$ cat src/rtl/blkflash_pkg.sv
package blkflash_pkg;

    typedef enum logic [1:0] {
        ST_IDLE,
        ST_PROG,
        ST_ERASE_HOLD,
        ST_ERASE_WIPE
    } fl_state_e;

    typedef enum logic [2:0] {
        CMD_NONE,
        CMD_READ,
        CMD_PROG,
        CMD_ERASE,
        CMD_CLASH
    } fl_cmd_e;

endpackage

$ cat src/rtl/blkflash_decode.sv
module blkflash_decode
    import blkflash_pkg::*;
(
    input  logic    rd_req,
    input  logic    prog_req,
    input  logic    erase_req,
    output fl_cmd_e cmd
);
    always_comb begin
        unique case ({rd_req, prog_req, erase_req})
            3'b000:  cmd = CMD_NONE;
            3'b100:  cmd = CMD_READ;
            3'b010:  cmd = CMD_PROG;
            3'b001:  cmd = CMD_ERASE;
            default: cmd = CMD_CLASH;
        endcase
    end
endmodule

$ cat src/rtl/blkflash_array.sv
module blkflash_array #(
    parameter int ADDR_W = 8,
    parameter int DATA_W = 8
) (
    input  logic              clk,
    input  logic              rst_n,
    input  logic [ADDR_W-1:0] raddr,
    output logic [DATA_W-1:0] rbyte,
    input  logic              we,
    input  logic [ADDR_W-1:0] waddr,
    input  logic [DATA_W-1:0] wbyte
);
    localparam int DEPTH = 1 << ADDR_W;

    logic [DATA_W-1:0] cells [DEPTH];

    always_ff @(posedge clk) begin
        if (!rst_n) begin
            for (int i = 0; i < DEPTH; i++) begin
                cells[i] <= '1;
            end
        end else if (we) begin
            cells[waddr] <= wbyte;
        end
    end

    assign rbyte = cells[raddr];
endmodule

$ cat src/rtl/blkflash_wear.sv
module blkflash_wear #(
    parameter int IDX_W    = 4,
    parameter int WEAR_MAX = 3
) (
    input  logic             clk,
    input  logic             rst_n,
    input  logic [IDX_W-1:0] sel,
    input  logic             inc,
    output logic             at_limit
);
    localparam int NUM_BLK = 1 << IDX_W;
    localparam int WEAR_W  = $clog2(WEAR_MAX + 1);

    logic [WEAR_W-1:0] erase_cnt [NUM_BLK];
    logic [WEAR_W-1:0] sel_cnt;

    always_ff @(posedge clk) begin
        if (!rst_n) begin
            for (int b = 0; b < NUM_BLK; b++) begin
                erase_cnt[b] <= '0;
            end
        end else if (inc) begin
            erase_cnt[sel] <= erase_cnt[sel] + 1'b1;
        end
    end

    assign sel_cnt  = erase_cnt[sel];
    assign at_limit = (sel_cnt == WEAR_W'(WEAR_MAX));

    // An accepted erase is only ever counted while the block has headroom.
    assert_wear_headroom_R8: assert property (@(posedge clk) disable iff (!rst_n)
        inc |-> (sel_cnt < WEAR_W'(WEAR_MAX)));
endmodule

$ cat src/rtl/blkflash_timer.sv
module blkflash_timer #(
    parameter int W = 8
) (
    input  logic         clk,
    input  logic         rst_n,
    input  logic         load,
    input  logic [W-1:0] load_val,
    output logic [W-1:0] remain
);
    always_ff @(posedge clk) begin
        if (!rst_n) begin
            remain <= '0;
        end else if (load) begin
            remain <= load_val;
        end else if (remain != '0) begin
            remain <= remain - 1'b1;
        end
    end
endmodule

$ cat src/rtl/blkflash_ctrl.sv
module blkflash_ctrl
    import blkflash_pkg::*;
#(
    parameter int ADDR_W    = 8,
    parameter int DATA_W    = 8,
    parameter int BLK_W     = 4,
    parameter int PROG_CYC  = 6,
    parameter int ERASE_CYC = 64,
    parameter int WEAR_MAX  = 3
) (
    input  logic              clk,
    input  logic              rst_n,
    input  logic [ADDR_W-1:0] addr,
    input  logic [DATA_W-1:0] wdata,
    input  logic              rd_req,
    input  logic              prog_req,
    input  logic              erase_req,
    output logic [DATA_W-1:0] rdata,
    output logic              busy,
    output logic              err,
    output logic              worn
);
    localparam int BLK_BYTES = 1 << BLK_W;
    localparam int IDX_W     = ADDR_W - BLK_W;
    localparam int TMR_W     = $clog2(ERASE_CYC + 1);

    fl_state_e         state, state_nxt;
    fl_cmd_e           cmd;
    logic [DATA_W-1:0] cell_now;
    logic              cell_erased;
    logic              wear_full;
    logic [TMR_W-1:0]  remain;

    logic              tmr_load;
    logic [TMR_W-1:0]  tmr_val;
    logic              lat_en;
    logic              rd_take;
    logic              err_set;
    logic              worn_set;
    logic              wear_inc;
    logic              mem_we;
    logic [ADDR_W-1:0] mem_waddr;
    logic [DATA_W-1:0] mem_wbyte;

    logic [ADDR_W-1:0] lat_addr;
    logic [DATA_W-1:0] lat_data;
    logic [DATA_W-1:0] rdata_q;
    logic              err_q;
    logic              worn_q;

    blkflash_decode u_decode (
        .rd_req    (rd_req),
        .prog_req  (prog_req),
        .erase_req (erase_req),
        .cmd       (cmd)
    );

    blkflash_array #(.ADDR_W(ADDR_W), .DATA_W(DATA_W)) u_array (
        .clk   (clk),
        .rst_n (rst_n),
        .raddr (addr),
        .rbyte (cell_now),
        .we    (mem_we),
        .waddr (mem_waddr),
        .wbyte (mem_wbyte)
    );

    blkflash_wear #(.IDX_W(IDX_W), .WEAR_MAX(WEAR_MAX)) u_wear (
        .clk      (clk),
        .rst_n    (rst_n),
        .sel      (addr[ADDR_W-1:BLK_W]),
        .inc      (wear_inc),
        .at_limit (wear_full)
    );

    blkflash_timer #(.W(TMR_W)) u_timer (
        .clk      (clk),
        .rst_n    (rst_n),
        .load     (tmr_load),
        .load_val (tmr_val),
        .remain   (remain)
    );

    assign cell_erased = (cell_now == '1);

    // state register
    always_ff @(posedge clk) begin
        if (!rst_n) state <= ST_IDLE;
        else        state <= state_nxt;
    end

    // next state and datapath control
    always_comb begin
        state_nxt = state;
        tmr_load  = 1'b0;
        tmr_val   = '0;
        lat_en    = 1'b0;
        rd_take   = 1'b0;
        err_set   = 1'b0;
        worn_set  = 1'b0;
        wear_inc  = 1'b0;
        mem_we    = 1'b0;
        mem_waddr = lat_addr;
        mem_wbyte = lat_data;
        unique case (state)
            ST_IDLE: begin
                unique case (cmd)
                    CMD_NONE:  ;
                    CMD_READ:  rd_take = 1'b1;
                    CMD_PROG: begin
                        if (cell_erased) begin
                            state_nxt = ST_PROG;
                            tmr_load  = 1'b1;
                            tmr_val   = TMR_W'(PROG_CYC - 1);
                            lat_en    = 1'b1;
                        end else begin
                            err_set = 1'b1;
                        end
                    end
                    CMD_ERASE: begin
                        if (wear_full) begin
                            worn_set = 1'b1;
                        end else begin
                            state_nxt = ST_ERASE_HOLD;
                            tmr_load  = 1'b1;
                            tmr_val   = TMR_W'(ERASE_CYC - 1);
                            lat_en    = 1'b1;
                            wear_inc  = 1'b1;
                        end
                    end
                    CMD_CLASH: err_set = 1'b1;
                    default:   err_set = 1'b1;
                endcase
            end
            ST_PROG: begin
                err_set = (cmd != CMD_NONE);
                if (remain == '0) begin
                    mem_we    = 1'b1;
                    state_nxt = ST_IDLE;
                end
            end
            ST_ERASE_HOLD: begin
                err_set = (cmd != CMD_NONE);
                if (remain == TMR_W'(BLK_BYTES)) state_nxt = ST_ERASE_WIPE;
            end
            ST_ERASE_WIPE: begin
                err_set   = (cmd != CMD_NONE);
                mem_we    = 1'b1;
                mem_waddr = {lat_addr[ADDR_W-1:BLK_W], remain[BLK_W-1:0]};
                mem_wbyte = '1;
                if (remain == '0) state_nxt = ST_IDLE;
            end
            default: state_nxt = ST_IDLE;
        endcase
    end

    // datapath registers
    always_ff @(posedge clk) begin
        if (!rst_n) begin
            lat_addr <= '0;
            lat_data <= '0;
            rdata_q  <= '0;
            err_q    <= 1'b0;
            worn_q   <= 1'b0;
        end else begin
            if (lat_en) begin
                lat_addr <= addr;
                lat_data <= wdata;
            end
            if (rd_take) rdata_q <= cell_now;
            err_q  <= err_set;
            worn_q <= worn_set;
        end
    end

    // outputs
    always_comb begin
        busy  = (state != ST_IDLE);
        err   = err_q;
        worn  = worn_q;
        rdata = rdata_q;
    end

    assert_prog_start_R3: assert property (@(posedge clk) disable iff (!rst_n)
        (!busy && cmd == CMD_PROG && cell_erased) |=> busy);

    assert_prog_reject_R4: assert property (@(posedge clk) disable iff (!rst_n)
        (!busy && prog_req && !rd_req && !erase_req && !cell_erased) |=> (err && !busy));

    assert_busy_ignore_R6: assert property (@(posedge clk) disable iff (!rst_n)
        (busy && (rd_req || prog_req || erase_req)) |=> err);

    assert_clash_reject_R7: assert property (@(posedge clk) disable iff (!rst_n)
        (!busy && $countones({rd_req, prog_req, erase_req}) > 1) |=> (err && !busy && $stable(rdata)));

    assert_worn_refuse_R8: assert property (@(posedge clk) disable iff (!rst_n)
        (!busy && erase_req && !rd_req && !prog_req && wear_full) |=> (worn && !busy));
endmodule

$ cat config.mk
export PLATFORM = sky130hd
export DESIGN_NAME = blkflash_ctrl
export DESIGN_NICKNAME = d
export VERILOG_FILES = /design/src/rtl/blkflash_pkg.sv /design/src/rtl/blkflash_decode.sv /design/src/rtl/blkflash_array.sv /design/src/rtl/blkflash_wear.sv /design/src/rtl/blkflash_timer.sv /design/src/rtl/blkflash_ctrl.sv
export SDC_FILE = /design/constraint.sdc
export NUM_CORES = 2
export LEC_CHECK = 0
export BUFFER_PORTS_ARGS = -buffer_cell sky130_fd_sc_hd__buf_2
export CAP_MARGIN = 40
export CORE_MARGIN = 8
export CORE_UTILIZATION = 41
export DETAILED_ROUTE_END_ITERATION = 10
export HOLD_SLACK_MARGIN = 0.03
export PLACE_DENSITY = 0.69
export SYNTH_ARGS = -nofsm -noshare
export SYNTH_HDL_FRONTEND = slang
export SYNTH_SLANG_ARGS = --single-unit
export TNS_END_PERCENT = 30
$ cat constraint.sdc
create_clock -name clk -period 4.5 [get_ports clk]
set_input_delay 0.225 -clock clk [delete_from_list [all_inputs] [get_ports clk]]
set_output_delay 0.225 -clock clk [all_outputs]
set_load 0.02 [all_outputs]
==> flow_summary.yaml <==
status:
  status: "finished with violations"
  violations: "negative setup slack"
yosys:
  synth_fp_nets: 6802
  synthAdderAreaFrac_pct: 0.0508
  synth_area_leaders: "edfxtp_1 (67%), mux4_2 (11%), nand2_1 (9.0%)"
  yosysSeqAreaShare_pct: 67.5
  yosysTopAreaCellShare_pct: 66.8
  yosysTopAreaCell: "edfxtp_1"
  synth_xor_area_share_pct: 0.0374
  syn_inst: 6778
  async_reset_ff_share_pct: 0
  synth-seq-cells: 2115
  synth_top_family_by_area: "multiplexers"
  synth_compound_area_share_pct: 4.03
  avgSynthCellArea_sq_um: 13.8
  synth_mux_area_share_pct: 13.5
  synth_area_sq_um: 93600
  synth.distinct_cells: 77
  ys_warn_count: 0
  synth_edf_count: 2080
  synth-simple-area-share_pct: 11.7
  synthFlopType: "edfxtp_1"
worst_setup_path:
  start_kind: "input pin"
  critPathTopFamily: "buffers and inverters"
  crit_buf_inv: 9
  crit_arrival_ps: 5280
  worstSetupPathType: "input pin to flip-flop"
  cp_max_fo: 19
  r2r-end: "lat_data[1]$_SDFFE_PN0P_"
  crit-reg2reg-launch: "u_array.cells[253][2]$_SDFFCE_PN1P_"
  cpPeakStageDelay_ps: 590
  end_kind: "flip-flop"
  crit_top_cell: "buf_4"
  reg2reg_depth: 13
  r2r_slack_ps: 240
  slowest_stage: "nor4_1"
  cp.required_ps: 5250
  path_cells: "dlygate4sd3_1, buf_2, inv_1, buf_4, nand2_1, buf_4, a21oi_1, nor4_1, buf_4, nor4_1, or4_4, nor4b_4, buf_4, nor2_4, buf_12, mux2i_1, dlygate4sd3_1"
cells_and_area:
  regArea_sq_um: 63200
  num-fill-cells: 19000
  fin_area_sq_um: 107000
  nNetsFinal: 7110
  area_growth_pct: 14.5
  drive_above_1_share_pct: 19.7
  multi_input_area_sq_um: 27600
route:
  dr_total_vias: 62500
  drc: 0
  finalWirelength_um: 292000
  drtPass1Iterations: 6
  wl_per_cell_um: 28.4
  routed_via_density: 6.08
  drtIter0Drc: 9335
  ant_nets: 0
timing:
  hold_viol_final: 0
  fin_crit_ps: 4530
  hold_slack_ps: 135
  max_clock_freq_ghz: 0.221
  tightest_slew_ps: 1110
  finalCritPeriodShare_pct: 101
  setup_ws_ps: -34.0
  finalSetupTns_ps: -158
  rsz0062_at_grt: "false"
  setup_violations: 7
  slew-limit-headroom_pct: 25.9
  report.final.slew_viol_count: 0
  finalClockSkew_ps: 43.7
cts:
  post_cts_buffers: 0
  h-tree-depth: 4
  numCtsBuffers: 207
  tritoncts: "done"
  clockRootBuffer: "clkbuf_16"
  clkTransAtPathRegs_ps: 60
  clk_latency_ps: 880
  cts_buffer_depth: 3
  clock-sinks: 2115
place:
  place.detailed.hpwl_um: 190000
  io_buffer_count: 31
  gp_congestion: 0.940
  post_dp_cell_area_sq_um: 100000
global_routing:
  overflow: 0
  grt_use_total_pct: 23.3
  grt_pass1_vias: 60300
  grt_pass1_wl_um: 421000
  grt_max_degree: 177
  antenna_found_initial: 10
min_path:
  min_from: "addr[7]"
  min_path_cells: 5
  hold_path_end: "lat_addr[7]$_SDFFE_PN0P_"
  min_path_type: "input pin to flip-flop"
floorplan:
  die_h_um: 494
  die-area_sq_um: 244000
  row_count: 175
  die_w_um: 494
  io_pins: 32
  initial_utilization_pct: 41.2
  core_sq_um: 227000
job:
  cap_violations: 0
power:
  powerDensity_nw_per_um2: 391
  p_leak_nw: 27.4
  finalPower_mw: 41.9
  peakVddDrop_v: 0.000457
## through the flow
| step | utilization [%] | setup WS [ps] | cells |
|---|---|---|---|
| 2_1_floorplan | - | 21.1 | 6778 |
| 3_3_place_gp | 44.0 | -219 | 9827 |
| 3_5_place_dp | 44.0 | -237 | 9851 |
| 4_1_cts | 47.2 | 128 | 10300 |
| 5_1_grt | 47.2 | 26.3 | 10300 |
| 6_report | 47.2 | -34.0 | 10300 |
## report_power, final
group / total, mW / switching [mW] / internal (mW)
Sequential: 21.6 / 0.0477 / 21.6
Clock: 17.4 / 7.68 / 9.76
Combinational: 2.85 / 2.00 / 0.847
## Yosys cell counts (21+ instances only)
master	n
nand2_1	2244
edfxtp_1	2080
mux4_2	440
clkbuf_1	373
nor2_1	359
o21ai_0	288
mux2i_1	217
a22oi_1	71
a21oi_1	58
buf_2	55
buf_4	47
a221oi_1	42
buf_1	40
dfxtp_1	35
nand3_1	30
buf_6	26
and3_1	25
nor2b_1	25
o22ai_1	21
## layout make-up
cell class | count | area share (%)
inverter | 12 | 0.0421
clock buffer | 255 | 5.04
clock inverter | 127 | 1.23
antenna | 6 | 0.0140
sequential | 2115 | 59.0
timing repair buffer | 664 | 5.39
tap | 3009 | 3.52
multi-input combinational | 4086 | 25.8
## worst max-delay path by stage
stage	startpoint	cells past startpoint	endpoint
3_5_place_dp	addr[0]	17	u_timer.remain[6]$_SDFFE_PN0P_
3_3_place_gp	addr[0]	17	u_timer.remain[6]$_SDFFE_PN0P_
5_1_grt	addr[6]	16	lat_data[2]$_SDFFE_PN0P_
4_1_cts	addr[5]	17	lat_data[2]$_SDFFE_PN0P_
2_1_floorplan	addr[4]	15	u_wear.erase_cnt[5][0]$_SDFFCE_PN0P_
6_report	addr[5]	17	lat_data[2]$_SDFFE_PN0P_
## repair_timing
item                                    in CTS  in global routing
hold buffers                                33                  0
hold endpoints to repair                    83                  0
gates resized for setup                      0                  2
endpoints found under the setup margin       0                  8
## per-layer routing
layer	routed length, um	track usage [%]	share of wire (%)	up-vias
met5	47	0	0.016	-
met4	17300	11.8	5.9	8
met3	41200	7.55	14	914
met2	130000	35.1	44	4808
met1	103000	30.4	35	31100
li1	-	-	-	25600
## flip-flops by register name, summed over array words and instances (netlist names)
name              flops
u_wear.erase_cnt     32
worn                  1
u_array.cells      2048
lat_data              8
err                   1
state                 2
u_timer.remain        7
rdata                 8
lat_addr              8
## worst min-delay path: stages
cell and delay [ps]:
buf_2 210, buf_4 200, buf_4 160, nand2_1 80, mux2i_1 70
## placed cells by master (no fill, tap or decap), types with 19 or more instances in the layout
master	synthesis	final
and3_1	25	25
a221oi_1	42	42
nor3_1	20	20
dfxtp_1	35	35
edfxtp_1	2080	2080
o211ai_1	20	20
bufinv_16	0	21
o21ai_0	288	288
o22ai_1	21	21
a22oi_1	71	71
mux2i_1	217	217
buf_2	55	42
nand2_1	2244	2228
clkbuf_16	0	208
buf_12	17	61
a21oi_1	58	57
clkbuf_1	373	45
nor2_1	359	347
clkinv_1	1	45
nor2b_1	25	19
nand3_1	30	30
dlygate4sd3_1	0	33
clkinv_2	0	38
buf_4	47	522
mux4_2	440	440
## cell families after synthesis
kind of cell	count (synthesis)
simple gates	2786
compound gates	606
xor+xnor	4
mux	686
fa+ha+maj	4
buf+inv	577
flops	2115
No activity file was read; power rests on OpenSTA's default activity.
